`config.mk`:
```
export PLATFORM = sky130hd
export DESIGN_NAME = secs_alarm_timer
export DESIGN_NICKNAME = d
export VERILOG_FILES = /design/src/rtl/alarm_pkg.sv /design/src/rtl/alarm_counter.sv /design/src/rtl/alarm_regs.sv /design/src/rtl/alarm_outs.sv /design/src/rtl/secs_alarm_timer.sv
export SDC_FILE = /design/constraint.sdc
export NUM_CORES = 1
export LEC_CHECK = 0
export ABC_AREA = 0
export BUFFER_PORTS_ARGS = -buffer_cell sky130_fd_sc_hd__buf_2
export CORE_UTILIZATION = 30
export DETAILED_ROUTE_END_ITERATION = 12
export HOLD_SLACK_MARGIN = 0.08
export PLACE_DENSITY = 0.47
export SYNTH_ARGS = -nofsm -noshare
export SYNTH_HDL_FRONTEND = slang
export SYNTH_HIERARCHICAL = 1
export SYNTH_SLANG_ARGS = --single-unit
```
`constraint.sdc`:
```
create_clock -name clk -period 2.81 [get_ports clk]
set_input_delay 0.562 -clock clk [delete_from_list [all_inputs] [get_ports clk]]
set_output_delay 0.562 -clock clk [all_outputs]
set_load 0.02 [all_outputs]
```
`src/rtl/alarm_pkg.sv`:
```
package alarm_pkg;
  parameter int unsigned ADR_LOAD = 0;
  parameter int unsigned ADR_CUR  = 1;
  parameter int unsigned ADR_RUN  = 2;
  parameter int unsigned ADR_IEN  = 3;
  parameter int unsigned ADR_STAT = 4;
  parameter int unsigned ADR_WAKE = 5;
endpackage

```
`src/rtl/alarm_counter.sv`:
```
module alarm_counter #(
  parameter int CNT_W = 32
) (
  input  logic             clk,
  input  logic             rst,
  input  logic             tick,
  input  logic             run,
  input  logic             load_we,
  input  logic [CNT_W-1:0] load_data,
  output logic [CNT_W-1:0] load_val,
  output logic [CNT_W-1:0] cur_val,
  output logic             fire
);
  localparam logic [CNT_W-1:0] ONE = CNT_W'(1);

  logic step;
  assign step = tick && run && !load_we && (cur_val != '0);
  assign fire = step && (cur_val == ONE);

  always_ff @(posedge clk) begin
    if (rst) begin
      load_val <= '0;
      cur_val  <= '0;
    end else if (load_we) begin
      load_val <= load_data;
      cur_val  <= load_data;
    end else if (step) begin
      cur_val  <= cur_val - ONE;
    end
  end
endmodule

```
`src/rtl/alarm_regs.sv`:
```
module alarm_regs
  import alarm_pkg::*;
#(
  parameter int ADDR_W = 3,
  parameter int DATA_W = 32,
  parameter int CNT_W  = 32
) (
  input  logic              clk,
  input  logic              rst,
  input  logic              wr_en,
  input  logic [ADDR_W-1:0] wr_addr,
  input  logic              wr_bit,
  input  logic              rd_en,
  input  logic [ADDR_W-1:0] rd_addr,
  input  logic              set_pend,
  input  logic [CNT_W-1:0]  load_val,
  input  logic [CNT_W-1:0]  cur_val,
  output logic              run_o,
  output logic              ie_o,
  output logic              wk_o,
  output logic              pend_o,
  output logic [DATA_W-1:0] rd_data_o
);
  logic [DATA_W-1:0] rd_d;

  always_ff @(posedge clk) begin
    if (rst) begin
      run_o  <= 1'b0;
      ie_o   <= 1'b0;
      wk_o   <= 1'b0;
      pend_o <= 1'b0;
    end else begin
      if (wr_en && wr_addr == ADDR_W'(ADR_RUN))  run_o <= wr_bit;
      if (wr_en && wr_addr == ADDR_W'(ADR_IEN))  ie_o  <= wr_bit;
      if (wr_en && wr_addr == ADDR_W'(ADR_WAKE)) wk_o  <= wr_bit;
      if (set_pend)
        pend_o <= 1'b1;
      else if (wr_en && wr_addr == ADDR_W'(ADR_STAT) && wr_bit)
        pend_o <= 1'b0;
    end
  end

  always_comb begin
    rd_d = '0;
    case (rd_addr)
      ADDR_W'(ADR_LOAD): rd_d[CNT_W-1:0] = load_val;
      ADDR_W'(ADR_CUR):  rd_d[CNT_W-1:0] = cur_val;
      ADDR_W'(ADR_RUN):  rd_d[0] = run_o;
      ADDR_W'(ADR_IEN):  rd_d[0] = ie_o;
      ADDR_W'(ADR_STAT): rd_d[0] = pend_o;
      ADDR_W'(ADR_WAKE): rd_d[0] = wk_o;
      default:           rd_d = '0;
    endcase
  end

  always_ff @(posedge clk) begin
    if (rst)        rd_data_o <= '0;
    else if (rd_en) rd_data_o <= rd_d;
  end
endmodule

```
`src/rtl/alarm_outs.sv`:
```
module alarm_outs (
  input  logic clk,
  input  logic rst,
  input  logic pend,
  input  logic ie,
  input  logic wk,
  output logic irq,
  output logic wake
);
  always_ff @(posedge clk) begin
    if (rst) begin
      irq  <= 1'b0;
      wake <= 1'b0;
    end else begin
      irq  <= pend & ie;
      wake <= pend & wk;
    end
  end
endmodule

```
`src/rtl/secs_alarm_timer.sv`:
```
module secs_alarm_timer
  import alarm_pkg::*;
#(
  parameter int ADDR_W = 3,
  parameter int DATA_W = 32,
  parameter int CNT_W  = 32
) (
  input  logic              clk,
  input  logic              rst,
  input  logic              tick_i,
  input  logic              wr_en_i,
  input  logic [ADDR_W-1:0] wr_addr_i,
  input  logic [DATA_W-1:0] wr_data_i,
  input  logic              rd_en_i,
  input  logic [ADDR_W-1:0] rd_addr_i,
  output logic [DATA_W-1:0] rd_data_o,
  output logic              irq_o,
  output logic              wake_o
);
  logic             load_we;
  logic [CNT_W-1:0] load_val;
  logic [CNT_W-1:0] cur_cnt;
  logic             fire;
  logic             run_q, ie_q, wk_q, pend_q;

  assign load_we = wr_en_i && (wr_addr_i == ADDR_W'(ADR_LOAD));

  alarm_counter #(.CNT_W(CNT_W)) u_cnt (
    .clk(clk), .rst(rst), .tick(tick_i), .run(run_q),
    .load_we(load_we), .load_data(wr_data_i[CNT_W-1:0]),
    .load_val(load_val), .cur_val(cur_cnt), .fire(fire)
  );

  alarm_regs #(.ADDR_W(ADDR_W), .DATA_W(DATA_W), .CNT_W(CNT_W)) u_regs (
    .clk(clk), .rst(rst), .wr_en(wr_en_i), .wr_addr(wr_addr_i),
    .wr_bit(wr_data_i[0]), .rd_en(rd_en_i), .rd_addr(rd_addr_i),
    .set_pend(fire), .load_val(load_val), .cur_val(cur_cnt),
    .run_o(run_q), .ie_o(ie_q), .wk_o(wk_q), .pend_o(pend_q),
    .rd_data_o(rd_data_o)
  );

  alarm_outs u_outs (
    .clk(clk), .rst(rst), .pend(pend_q), .ie(ie_q), .wk(wk_q),
    .irq(irq_o), .wake(wake_o)
  );
endmodule

```
# After elaboration in Yosys (flattened, before gate mapping)
# Index checks and enable logic that the tools add are counted.
# word_totals
input_bits	43
register_bits	102
elab_cells	44
output_inout_bits	34
# classes
reduce_logical	16
bitwise	2
n_mux	6
n_eq_ne	10
add_sub_neg	1
# op_table
cell	count
$mux 32	2
$pmux 31 s2	1
$eq 32x1->1 const B	1
$reduce_bool 32->1	1
$sub 32x1->32 const B	1
$eq 3x2->1 const B	4
$eq 3x3->1 const B	4
$logic_and 1x1->1	10
$logic_not 3->1	2
$pmux 1 s6	1
$reduce_bool 2->1	2
$eq 3x1->1 const B	1
$and 1x1->1	2
$mux 1	2
$logic_not 1->1	1

# Depth between registers and ports, before layout
# depth
depth_word	7
depth_mapped	10
mapped_depth_nobuf	8

# Hierarchy
# Netlist, hierarchy kept.
# by_module_without_submodules
module	cells_each	instances	seq_area_each_um2	area_each_um2
alarm_counter	374	1	1281.2	3231.8
alarm_regs	170	1	720.7	1919.3
alarm_outs	4	1	40.0	57.6
secs_alarm_timer	1	1	0.0	15.0

# Least setup slack after synthesis
# OpenSTA, ideal clock, no wires.
# synth_timing
path_kind	in2reg
from	input port wr_addr_i[1]
to	register u_cnt.load_val[15]
cell_stages	6
setup_slack_ps	453
path_buffers	3
arrival_ps	2229
required_ps	2682
setup_time_ps	128
cell_sequence	nor4b_2 -> buf_2 -> buf_1 -> buf_1 -> mux2i_1 -> nor2_1
# synth_via
elab_chain_cells	2
# synth_lines
element	line	rtl
start, declared	secs_alarm_timer.sv:12	input logic [ADDR_W-1:0] wr_addr_i,
$logic_not 3->1	secs_alarm_timer.sv:26	assign load_we = wr_en_i && (wr_addr_i == ADDR_W'(ADR_LOAD));
$logic_and 1x1->1	secs_alarm_timer.sv:26	
end signal, assigned	alarm_counter.sv:25	load_val <= load_data;
end, declared	alarm_counter.sv:10	output logic [CNT_W-1:0] load_val,
# No other way between the ends.
# A chain may end at the register's enable or synchronous reset.

# Worst setup path after layout
# layout_timing
from	register u_cnt.cur_val[1]
to	register u_cnt.cur_val[5]
# layout_via
elab_chain_cells	3
elab_cells_between_ends	6
cone_classes	add/sub (1); mux (2); reduce/logical (3)
# layout_lines
element	line	rtl
start, declared	alarm_counter.sv:11	output logic [CNT_W-1:0] cur_val,
start signal, assigned	alarm_counter.sv:26	cur_val <= load_data;
start signal, assigned	alarm_counter.sv:28	cur_val <= cur_val - ONE;
$sub 32x1->32 or $reduce_bool 32->1 (tied branches)	alarm_counter.sv:28, alarm_counter.sv:17	
$mux 32 or $logic_and 1x1->1 (tied branches)	alarm_counter.sv:27, alarm_counter.sv:17	
$mux 32 or $reduce_bool 2->1 (tied branches)	-	
# Parallel ways exist; a longest one is shown, timed or not. The select of a mux whose other input is x is not followed.

==> summary.md <==
| Metric | Value |
|---|---|
| Run status | `finished, final reports clean` |
| TritonCTS clock tree | `done` |
| N_diodes | `0` |
| Setup TNS | `0 ps` |
| Gr usage total | `between 15 and 20%` |
| Ys async rst share | `0%` |
| CTS Hold Bufs | `0` |
| Row Count | `47` |
| IO Count | `77` |
| Max Cap Viol | `0` |
| Clock Power Share | `38.6%` |
| Die Span Y | `134.0 um` |
| H-tree levels | `3` |
| Final worst slack | `between 200 and 250 ps` |
| Post-Syn Area | `approximately 0.0052 mm2` |
| # DRC | `0` |
| Max Clock Skew | `approximately 10 ps` |
| EDFF count, synth | `0` |
| DIE WIDTH | `134.0 um` |
| Detail Route Antenna Nets | `0` |
| Routed vias/inst | `5.350` |
| Startpoint types | `flip-flop` |
| Final min period | `2597 ps` |
| Cell taking the most area after synthesis | `dfxtp_1` |
| Leakage | `2.133 nW` |
| CP max FO | `14` |
| Detailed Route WL | `14190 um` |
| TritonCTS Buffers | `9` |
| Core box area | `approximately 0.017 mm2` |
| Reg power frac | `45.4%` |
| Total die area | `0.01794 mm2` |
| Final Power | `between 3 and 4 mW` |
| Final hold violation count | `0` |
| RR Startpoint | `u_cnt/cur_val[1]` |
| Worst slew margin | `54.16%` |
| Fraction of layout cells with a size suffix above 1 | `30.84%` |
| Antenna violations before repair | `0` |
| Slew Limit Fails | `0` |
| Worst EP required | `3080 ps` |
| Ys Warns | `6` |
| GPL Wtd Cong | `0.8038` |
| Number of global-route vias before repair | `4322` |
| Slew @ Worst Pin | `between 600 and 700 ps` |
| Final #Nets | `656` |
| Post_cts resized | `0` |
| Pwr/cell area | `554.9 mW/mm2` |
| Count leader, synth | `dfxtp_1` |
| First-pass GRT wire length | `22910 um` |
| IO Port Bufs | `76` |
| Start point of the critical path | `u_cnt/cur_val[1]` |
| Sequential fraction of the synthesis area | `39.09%` |
| Synth top area share | `around two fifths` |
| Synth top cells by count | `dfxtp_1, nor2_1, a211oi_2` |
| DPL Wire Length | `9780 um` |
| Min-delay src | `wr_data_i[2]` |
| Worst hold-check path type | `in2reg` |
| Routed vias | `4473` |
| Reg clk slew, reported paths | `80 ps` |
| Pre-antenna DRT Iters | `4` |
| Syn nets | `594` |
| Pre-CTS setup slack | `276.4 ps` |
| GRT overflow | `0` |
| Cell variety after synth | `between 60 and 70` |
| Synth Register Bits | `102` |
| Crit path DAT | `2870 ps` |
| Worst Setup End Kind | `flip-flop` |
| Largest net degree at the start of global routing | `65` |
| Synth Flop Type | `dfxtp_1` |
| Clock tree buffer depth | `2` |
| Tcrit/Tclk final | `92.42%` |
| Switching Share | `29.01%` |
| Unrepaired setup endpoints after global routing | `no` |
| Clk_lat worst skew | `370 ps` |
| Initial Util | `31.06%` |
| CTS Sinks | `a little over 100` |
| Synth-to-Final Area Change | `17.22%` |
| # setup viols final | `0` |
| CTS Root Cell | `clkbuf_16` |
| Synth area leaders | `dfxtp_1, a211oi_2, a22oi_2` |
| Cell count after synthesis | `approximately 550` |
| Postcts setup bufs | `0` |
| Worst vdd ir | `322.6 uV` |
| Critical path type | `reg2reg` |
| Routed WL per cell | `16.97 um` |
| Initial DRC count | `250` |
| Max Fclk | `385.0 MHz` |
| Internal power | `about 2.4 mW` |
| Syn_area_per_cell | `9.515 um2` |
| Combinational power share | `approximately 16%` |
| Net Switching | `0.9856 mW` |
[final cells by class]
type,instances,area [um2]
Fill cell,1767,10700
Clock buffer,10,239.0
Sequential cell,102,2042
Inverter,17,63.81
Multi-Input combinational cell,385,2875
Timing Repair Buffer,96,558.0
Tap cell,220,275.3
Clock inverter,6,70.07
[layout by cell type (no fill, tap or decap), drive strengths merged, types with 3 or more instances in the layout]
master	synthesis	routed
a2111oi	7	7
a211oi	37	37
a21oi	17	17
a22oi	32	32
a311oi	11	11
a31oi	11	11
and3	4	4
and4	5	5
buf	23	96
clkbuf	22	10
clkinv	0	4
dfxtp	102	102
inv	17	18
mux2i	29	29
nand2	26	26
nand2b	3	3
nand3	13	13
nand3b	5	5
nand4	11	11
nand4b	3	3
nor2	79	79
nor3	8	8
nor4	19	19
nor4b	6	6
o211ai	4	4
o21ai	7	7
o31ai	4	4
or3	5	5
or4	12	12
[stage by stage]
stage	hold slack, ps	instance area, um2	std cells	util [%]
final	453.2	6123	836	36.41
after global routing	454.4	6123	836	36.41
after CTS	446.0	6123	836	36.41
after detailed placement	464.9	5814	820	34.57
after global placement	454.6	5814	820	34.57
after floorplan	446.6	5224	549	-
[worst max-delay path, cell delays in order, from the launching register on]
cell and delay, ps:
dfxtp_1 480, inv_1 130, ha_1 280, nor3b_1 180, and4_1 270, and3_1 210
buf_4 180, or4_1 480, a311oi_1 270
[cells by family after synthesis]
family	share of synthesized area, %
AOI/OAI and AO/OA	26.28
DFF	39.09
and+or+nand+nor	21.89
adders and majority gates	0.4790
buffers and inverters	6.155
xor gates and xnor gates	0.3354
muxes	5.772
[worst paths after layout]
kind         slack (ps)                 end  cells past startpoint
max                 210    u_cnt/cur_val[5]                      8
max reg2reg         210    u_cnt/cur_val[5]                      8
min reg2reg         470  u_cnt/load_val[20]                      2
min                 450   u_cnt/load_val[2]                      3
[state kept, by name (all words and copies together), names as in the netlist]
| register | flops |
|---|---|
| u_cnt/cur_val | 32 |
| u_cnt/load_val | 32 |
| u_regs/rd_data_o | 32 |
| u_outs/irq | 1 |
| u_outs/wake | 1 |
| u_regs/ie_o | 1 |
| u_regs/pend_o | 1 |
| u_regs/run_o | 1 |
| u_regs/wk_o | 1 |
[power groups by stage]
| stage | clock network (mW) | registers (mW) | logic (mW) |
|---|---|---|---|
| floorplan | 0 | 1.59 | 0.357 |
| global placement | 0 | 1.58 | 0.539 |
| detailed placement | 0 | 1.58 | 0.547 |
| CTS | 1.36 | 1.54 | 0.548 |
| global route | 1.42 | 1.55 | 0.596 |
| finish | 1.31 | 1.54 | 0.543 |
[per-layer routing]
layer / routed length (um) / global-route usage, % / up-vias
met5: 0 / 0 / -
met3: 588 / 3.628 / 10
met1: 7167 / 22.60 / 2159
met4: 194 / 6.124 / 0
li1: - / - / 2213
met2: 6237 / 23.86 / 91
(Power assumes the default switching activity.)
